<file path="config.mk">
export PLATFORM = sky130hd
export DESIGN_NAME = rwm_master
export DESIGN_NICKNAME = d
export VERILOG_FILES = /design/src/rtl/rwm_pkg.sv /design/src/rtl/rwm_datapath.sv /design/src/rtl/rwm_control.sv /design/src/rtl/rwm_master.sv
export SDC_FILE = /design/constraint.sdc
export NUM_CORES = 1
export LEC_CHECK = 0
export ABC_AREA = 0
export ABC_CLOCK_PERIOD_IN_PS = 1500
export CAP_MARGIN = 5
export CORE_MARGIN = 4
export CORE_UTILIZATION = 35
export CTS_BUF_LIST = sky130_fd_sc_hd__clkbuf_8
export DETAILED_ROUTE_END_ITERATION = 6
export HOLD_SLACK_MARGIN = 0.1
export PLACE_DENSITY = 0.78
export SETUP_SLACK_MARGIN = 0.02
export SLEW_MARGIN = 30
export SYNTH_ARGS = -nofsm -noshare
export SYNTH_HDL_FRONTEND = slang
export SYNTH_HIERARCHICAL = 1
export SYNTH_SLANG_ARGS = --single-unit
</file>
<file path="constraint.sdc">
create_clock -name clk -period 1.5 [get_ports clk]
set_input_delay 0.225 -clock clk [delete_from_list [all_inputs] [get_ports clk]]
set_output_delay 0.225 -clock clk [all_outputs]
set_load 0.1 [all_outputs]
</file>
<file path="src/rtl/rwm_pkg.sv">
package rwm_pkg;
  typedef enum logic [1:0] {
    ST_IDLE = 2'd0,
    ST_REQ  = 2'd1,
    ST_REL  = 2'd2
  } rwmState_e;

  typedef struct packed {
    logic loadCmd;    // latch address, direction and write word
    logic captureRd;  // latch memory data into the buffer on a read
    logic reqOn;      // request phase is open
  } rwmCtl_t;
endpackage

</file>
<file path="src/rtl/rwm_datapath.sv">
module rwm_datapath
  import rwm_pkg::*;
#(
  parameter int ADDR_W = 14,
  parameter int DATA_W = 16
) (
  input  logic              clk,
  input  logic              rstN,
  input  rwmCtl_t           ctl,
  input  logic              rdNotWr,
  input  logic [ADDR_W-1:0] cmdAddr,
  input  logic [DATA_W-1:0] cmdWrData,
  input  logic              memWaitRaw,
  input  logic [DATA_W-1:0] memRdData,
  output logic              waitFall,
  output logic              waitRise,
  output logic              memRdWr,
  output logic [ADDR_W-1:0] memAddr,
  output logic [DATA_W-1:0] memWrData,
  output logic [DATA_W-1:0] readBuf
);
  localparam int SYNC_STAGES = 2;

  logic [SYNC_STAGES-1:0] waitSync;
  logic                   waitPrev;
  logic [ADDR_W-1:0]      addrReg;
  logic                   rwReg;
  logic [DATA_W-1:0]      mbr;

  // Two-flop synchronizer plus one history flop, all idle-high
  always_ff @(posedge clk) begin
    if (!rstN) begin
      waitSync <= '1;
      waitPrev <= 1'b1;
    end else begin
      waitSync <= {waitSync[SYNC_STAGES-2:0], memWaitRaw};
      waitPrev <= waitSync[SYNC_STAGES-1];
    end
  end

  assign waitFall = waitPrev & ~waitSync[SYNC_STAGES-1];
  assign waitRise = ~waitPrev & waitSync[SYNC_STAGES-1];

  always_ff @(posedge clk) begin
    if (!rstN) begin
      addrReg <= '0;
      rwReg   <= 1'b1;
      mbr     <= '0;
    end else begin
      if (ctl.loadCmd) begin
        addrReg <= cmdAddr;
        rwReg   <= rdNotWr;
        if (!rdNotWr) mbr <= cmdWrData;
      end
      if (ctl.captureRd && rwReg) mbr <= memRdData;
    end
  end

  assign memAddr   = addrReg;
  assign memRdWr   = rwReg;
  assign memWrData = (ctl.reqOn && !rwReg) ? mbr : '0;
  assign readBuf   = mbr;
endmodule

</file>
<file path="src/rtl/rwm_control.sv">
module rwm_control
  import rwm_pkg::*;
(
  input  logic    clk,
  input  logic    rstN,
  input  logic    startPulse,
  input  logic    waitFall,
  input  logic    waitRise,
  output rwmCtl_t ctl,
  output logic    memReq,
  output logic    donePulse,
  output logic    busy
);
  rwmState_e state, stateNext;
  logic      doneReg;

  always_comb begin
    stateNext     = state;
    ctl           = '0;
    ctl.reqOn     = (state == ST_REQ);
    unique case (state)
      ST_IDLE: if (startPulse) begin
        ctl.loadCmd = 1'b1;
        stateNext   = ST_REQ;
      end
      ST_REQ: if (waitFall) begin
        ctl.captureRd = 1'b1;
        stateNext     = ST_REL;
      end
      ST_REL: if (waitRise) stateNext = ST_IDLE;
      default: stateNext = ST_IDLE;
    endcase
  end

  always_ff @(posedge clk) begin
    if (!rstN) begin
      state   <= ST_IDLE;
      doneReg <= 1'b0;
    end else begin
      state   <= stateNext;
      doneReg <= (state == ST_REL) && waitRise;
    end
  end

  assign memReq    = (state == ST_REQ);
  assign busy      = (state != ST_IDLE);
  assign donePulse = doneReg;
endmodule

</file>
<file path="src/rtl/rwm_master.sv">
module rwm_master
  import rwm_pkg::*;
#(
  parameter int ADDR_W = 14,
  parameter int DATA_W = 16
) (
  input  logic              clk,
  input  logic              rstN,
  input  logic              startPulse,
  input  logic              rdNotWr,
  input  logic [ADDR_W-1:0] cmdAddr,
  input  logic [DATA_W-1:0] cmdWrData,
  input  logic              memWaitRaw,
  input  logic [DATA_W-1:0] memRdData,
  output logic              memReq,
  output logic              memRdWr,
  output logic [ADDR_W-1:0] memAddr,
  output logic [DATA_W-1:0] memWrData,
  output logic [DATA_W-1:0] readBuf,
  output logic              donePulse,
  output logic              busy
);
  rwmCtl_t ctl;
  logic    waitFall;
  logic    waitRise;

  rwm_control i_ctl (
    .clk(clk), .rstN(rstN), .startPulse(startPulse),
    .waitFall(waitFall), .waitRise(waitRise), .ctl(ctl),
    .memReq(memReq), .donePulse(donePulse), .busy(busy)
  );

  rwm_datapath #(.ADDR_W(ADDR_W), .DATA_W(DATA_W)) i_dp (
    .clk(clk), .rstN(rstN), .ctl(ctl), .rdNotWr(rdNotWr),
    .cmdAddr(cmdAddr), .cmdWrData(cmdWrData), .memWaitRaw(memWaitRaw),
    .memRdData(memRdData), .waitFall(waitFall), .waitRise(waitRise),
    .memRdWr(memRdWr), .memAddr(memAddr), .memWrData(memWrData),
    .readBuf(readBuf)
  );
endmodule

</file>
### Word level (Yosys, flattened, before mapping)

Index checks and enable logic that the tools add are counted.

* register bits after elaboration: 37
* input port bits: 51
* output and inout bits: 50
* word-level logic and storage cells: 38

* equality and inequality tests: 6
* muxes and demuxes: 12
* bitwise logic cells: 4
* reduce and logical (&&, ||, !) cells: 9

Operator list (count)
* 16-bit 2-to-1 mux: 4
* 2-bit 2-to-1 mux: 3
* 2-bit by 1-bit != test with 1-bit output (second input constant): 3
* 2-bit case mux with 3 select lines: 1
* 1-bit 2-to-1 mux: 4
* 2-bit nonzero test: 2
* 1-bit logical AND: 3
* 3-bit AND reduction: 1
* 1-bit AND: 2
* 2-bit by 1-bit equality test with 1-bit output (second input constant): 1
* 2-bit equality test (second input constant): 1
* 2-bit zero test: 1
* 2-bit != test (second input constant): 1
* 1-bit inverter: 2
* 2-bit AND reduction: 1
* 1-bit zero test: 1

### Logic depth before layout (Yosys ltp)

* word-level depth: 7
* gate-level depth with buffers: 9
* mapped depth without buffers: 5

### Hierarchy

Netlist, hierarchy kept.

Modules (own cells, without submodules)
* rwm_datapath: cells each 167, area each 1571.5 um2, instances 1, sequential area each 680.7 um2
* rwm_control: cells each 16, area each 146.4 um2, instances 1, sequential area each 60.1 um2

### Worst setup path before layout

Ideal clock, no wire load.

* path type: register to output
* from: register i_ctl.state[0]
* to: output memWrData[10]
* data required time: 1275 ps
* buffers on the path: 2
* cell stages (with the launch flop): 6
* arrival time: 2569 ps
* slack: -1294 ps
* cells stage by stage: dfxtp_1 > and2b_1 > buf_4 > nor2b_1 > clkbuf_1 > and2_1

* word-level cells in the longest chain between the ends: 3

RTL lines
* from (decl): line rwm_control.sv:14 `rwmState_e state, stateNext;`
* from (signal assigned): line rwm_control.sv:40 `state <= stateNext;`
* 2-bit by 1-bit equality test with 1-bit output
* net memReq: line rwm_master.sv:15 `output logic memReq,`
* 1-bit logical AND: line rwm_datapath.sv:61 `assign memWrData = (ctl.reqOn && !rwReg) ? mbr : '0;`
* 16-bit 2-to-1 mux: line rwm_datapath.sv:61
* to (decl): line rwm_master.sv:18 `output logic [DATA_W-1:0] memWrData,`

The timed path passes the listed nets, and every way through them passes these cells.

### Worst setup path in the final report

* from: register i_ctl.state[1]
* to: output memWrData[2]

* word-level cells in the longest chain between the ends: 3

RTL lines
* 2-bit by 1-bit equality test with 1-bit output: line rwm_control.sv:20 `ctl.reqOn = (state == ST_REQ);`
* 1-bit logical AND: line rwm_datapath.sv:61
* 16-bit 2-to-1 mux: line rwm_datapath.sv:61

Every way passes these cells.

==> results.py <==
metrics = {
    "routing": {
        "routed_wirelength_um": 5370,
        "drtIter0Drc": 78,
        "drcViolationCount": 0,
        "first_pass_iters": 4,
        "wire_per_inst_um": 15.2,
        "viasPerCell": 4.77,
        "final_antenna_net_count": 0,
        "num_vias": 1683,
    },
    "critical_path": {
        "r2r_start": "i_dp/waitPrev$_SDFF_PN1_",
        "end_kind": "output port",
        "setup.worst_path.class": "register to output port",
        "r2r_slack_ns": 0.05,
        "startpoint_type": "register",
        "worstPathRequired_ns": 1.27,
        "r2r.worst_path.cells": 6,
        "crit_arrival_ns": 1.52,
        "r2r-end": "i_dp/readBuf[1]$_SDFFE_PN0P_",
        "crit_fanout": 16,
    },
    "timing": {
        "fmax_ghz": 0.572,
        "rsz0062_at_grt": "yes",
        "worst_pin_slew_ns": 0.237,
        "fin_crit_ns": 1.75,
        "relSlewSlack_pct": 84.1,
        "finalSetupViolCount": 16,
        "setup_ws_ns": -0.249,
        "period_share_pct": 117,
        "drv_slew": 0,
        "clock_skew_ns": 0.00541,
        "finalHoldViolCount": 0,
    },
    "place": {
        "dp.cells": 347,
        "dp_hpwl_um": 4090,
        "gp_congestion": 0.771,
        "dpl_worst_slack_ns": -0.127,
        "placement.io_buffers": 100,
    },
    "power": {
        "p_switching_w": 0.00111,
        "seqPwrFrac_pct": 38.4,
        "combPwrFrac_pct": 41.0,
        "peakVddDrop_v": 0.000614,
        "clkPwrFrac_pct": 20.6,
        "power_density_nw_per_um2": 838,
        "p_total_w": 0.00299,
        "p_leak_nw": 1.41,
        "p_int_w": 0.00189,
        "swShare_pct": 37.1,
    },
    "synthesis": {
        "ys_seq_elements": 37,
        "syn-cell-area_um2": 1720,
        "yosys_warnings": 6,
        "syn-instance-count": 183,
        "yosysSeqAreaShare_pct": 43.1,
        "yosysUniqueCellTypes": 25,
        "synth_fp_nets": 234,
        "synth.avg_cell_area_um2": 9.39,
    },
    "clock_tree": {
        "cts_tree": "done",
        "numCtsBuffers": 5,
        "cts-root-buf": "clkbuf_8",
        "cts_setup_buffers": 0,
        "clk_pin_slew_ns": 0.07,
        "htreeDepth": 2,
        "cts.hold.buffers_added": 0,
        "clock_latency_ns": 0.28,
        "cts_buffer_depth": 2,
        "clock-sinks": 37,
    },
    "finish": {
        "fin_nets": 338,
        "post_route_cells_drive_above_1_share_pct": 42.0,
        "final_cells": 353,
        "syn2layout_area_growth_pct": 108,
        "diodes": 0,
    },
    "floorplan": {
        "die_area_um2": 6090,
        "core_area_um2": 4750,
        "rows": 25,
        "die_x_um": 78.1,
        "initial_core_util_pct": 36.1,
        "io_pins": 101,
        "dieHeight_um": 78.1,
    },
    "hold_path": {
        "holdCritPathClass": "register to register",
        "hold_end": "i_dp/waitSync[1]$_SDFF_PN1_",
        "hp-start": "i_dp/waitSync[0]$_SDFF_PN1_",
        "min_path_cells": 1,
    },
    "global_route": {
        "grt_max_degree": 38,
        "antenna_found_initial": 0,
        "grt_usage_pct": 17.5,
        "grt_overflow": 0,
        "grt_pass1_vias": 1774,
        "grt_pass1_wl_um": 8380,
    },
    "run": {
        "cap_viol_max_count": 0,
    },
    "outcome": {
        "violations": "setup timing",
        "status": "complete, but fails checks",
    },
}
[critical path: stages, from the launching register on]
cell	delay [ns]
dfxtp_2	0.34
and2b_4	0.25
nor2b_4	0.15
buf_12	0.15
and2_2	0.17
buf_12	0.17
[sequential cells by signal, summed over array words and instances (netlist names)]
signal and flops:
i_dp/memRdWr 1, i_dp/readBuf 16, i_dp/waitPrev 1, i_dp/waitSync 2
i_ctl/donePulse 1, i_ctl/state 2, i_dp/memAddr 14
[cell families after synthesis]
family,share of synthesized area (%)
muxes,8.74
DFF,43.1
buffers and inverters,5.61
and+or+nand+nor,25.3
AOI/OAI and AO/OA,17.3
[metrics by stage]
step | TNS, ns | cell area, µm² | utilization, % | hold slack (ns)
CTS | -4.01 | 3500 | 73.6 | 0.427
floorplan | -7.88 | 1810 | - | 0.298
detailed placement | -2.77 | 3420 | 72.0 | 0.410
global route | -4.99 | 3570 | 75.2 | 0.449
finish | -3.75 | 3570 | 75.2 | 0.420
global placement | -1.24 | 3420 | 72.0 | 0.406
[synth_stat cells]
cell type / number / area, µm²
nor3b_1: 1 / 7.51
and2_0: 1 / 6.26
nor2b_4: 1 / 13.8
o21ai_0: 2 / 10.0
a21oi_1: 2 / 10.0
and2b_1: 1 / 7.51
nor2b_1: 17 / 106
inv_1: 1 / 3.75
nor2_1: 2 / 7.51
dfxtp_1: 37 / 741
and2_1: 16 / 100
a31oi_1: 5 / 31.3
and3b_1: 1 / 8.76
o21a_1: 1 / 7.51
and4b_1: 1 / 10.0
mux2i_1: 15 / 150
buf_6: 4 / 45.0
nand2b_1: 6 / 37.5
nand2_1: 31 / 116
a31oi_2: 10 / 125
buf_2: 2 / 10.0
o31ai_1: 15 / 113
clkbuf_1: 8 / 30.0
or2_1: 2 / 12.5
buf_4: 1 / 7.51
[timing repair]
item / in CTS / in global routing
gates resized for setup: 4 / 16
gates cloned: 0 / 0
pin swaps: 2 / 0
setup endpoints to repair: 31 / 38
[area by class of cell]
class	count	area (µm²)
timing repair buffer	112	1660
fill	340	1180
multi-input combinational	130	1000
sequential	37	752
tap	67	83.8
clock buffer	5	68.8
clock inverter	1	5.00
inverter	1	3.75
[placed cells by master (no fill, tap or decap), types with 2 or more instances in the layout]
master / synthesis / routed
buf_12: 0 / 55
clkdlybuf4s50_1: 0 / 50
nand2_1: 31 / 31
dfxtp_1: 37 / 28
nor2b_1: 17 / 16
mux2i_1: 15 / 15
and2_4: 0 / 13
a31oi_2: 10 / 10
dfxtp_2: 0 / 9
o31ai_2: 0 / 9
nand2b_1: 6 / 6
clkbuf_8: 0 / 5
o31ai_1: 15 / 5
a31oi_1: 5 / 5
buf_4: 1 / 5
and2_2: 0 / 4
or2_4: 0 / 2
a21oi_1: 2 / 2
nor2b_4: 1 / 2
buf_6: 4 / 2
[power groups by stage]
stage	Combinational (W)	Clock [W]	Sequential (W)
finish	0.00123	0.000618	0.00115
global route	0.00127	0.000679	0.00116
CTS	0.00121	0.000642	0.00114
detailed placement	0.00121	0	0.00116
global placement	0.00119	0	0.00116
floorplan	0.000286	0	0.00157
[how the worst max path moves through the flow]
stage	to	slack [ns]	startpoint
2_1_floorplan	memWrData[10]	-0.29	i_ctl/state[1]$_SDFFE_PN0P_
3_3_place_gp	i_dp/readBuf[5]$_SDFFE_PN0P_	-0.05	startPulse
3_5_place_dp	i_dp/readBuf[12]$_SDFFE_PN0P_	-0.13	startPulse
4_1_cts	memWrData[2]	-0.26	i_ctl/state[1]$_SDFFE_PN0P_
5_1_grt	memWrData[2]	-0.31	i_ctl/state[1]$_SDFFE_PN0P_
6_report	memWrData[2]	-0.25	i_ctl/state[1]$_SDFFE_PN0P_
[metal layers]
| layer | share of wire (%) | up-vias | GRT usage, % |
|---|---|---|---|
| li1 | - | 824 | - |
| met1 | 39 | 790 | 19.1 |
| met2 | 52 | 62 | 31.4 |
| met3 | 8.0 | 7 | 5.96 |
| met4 | 1.5 | 0 | 6.12 |
| met5 | 0 | - | 0 |
Power figures use the tool's default switching activity.
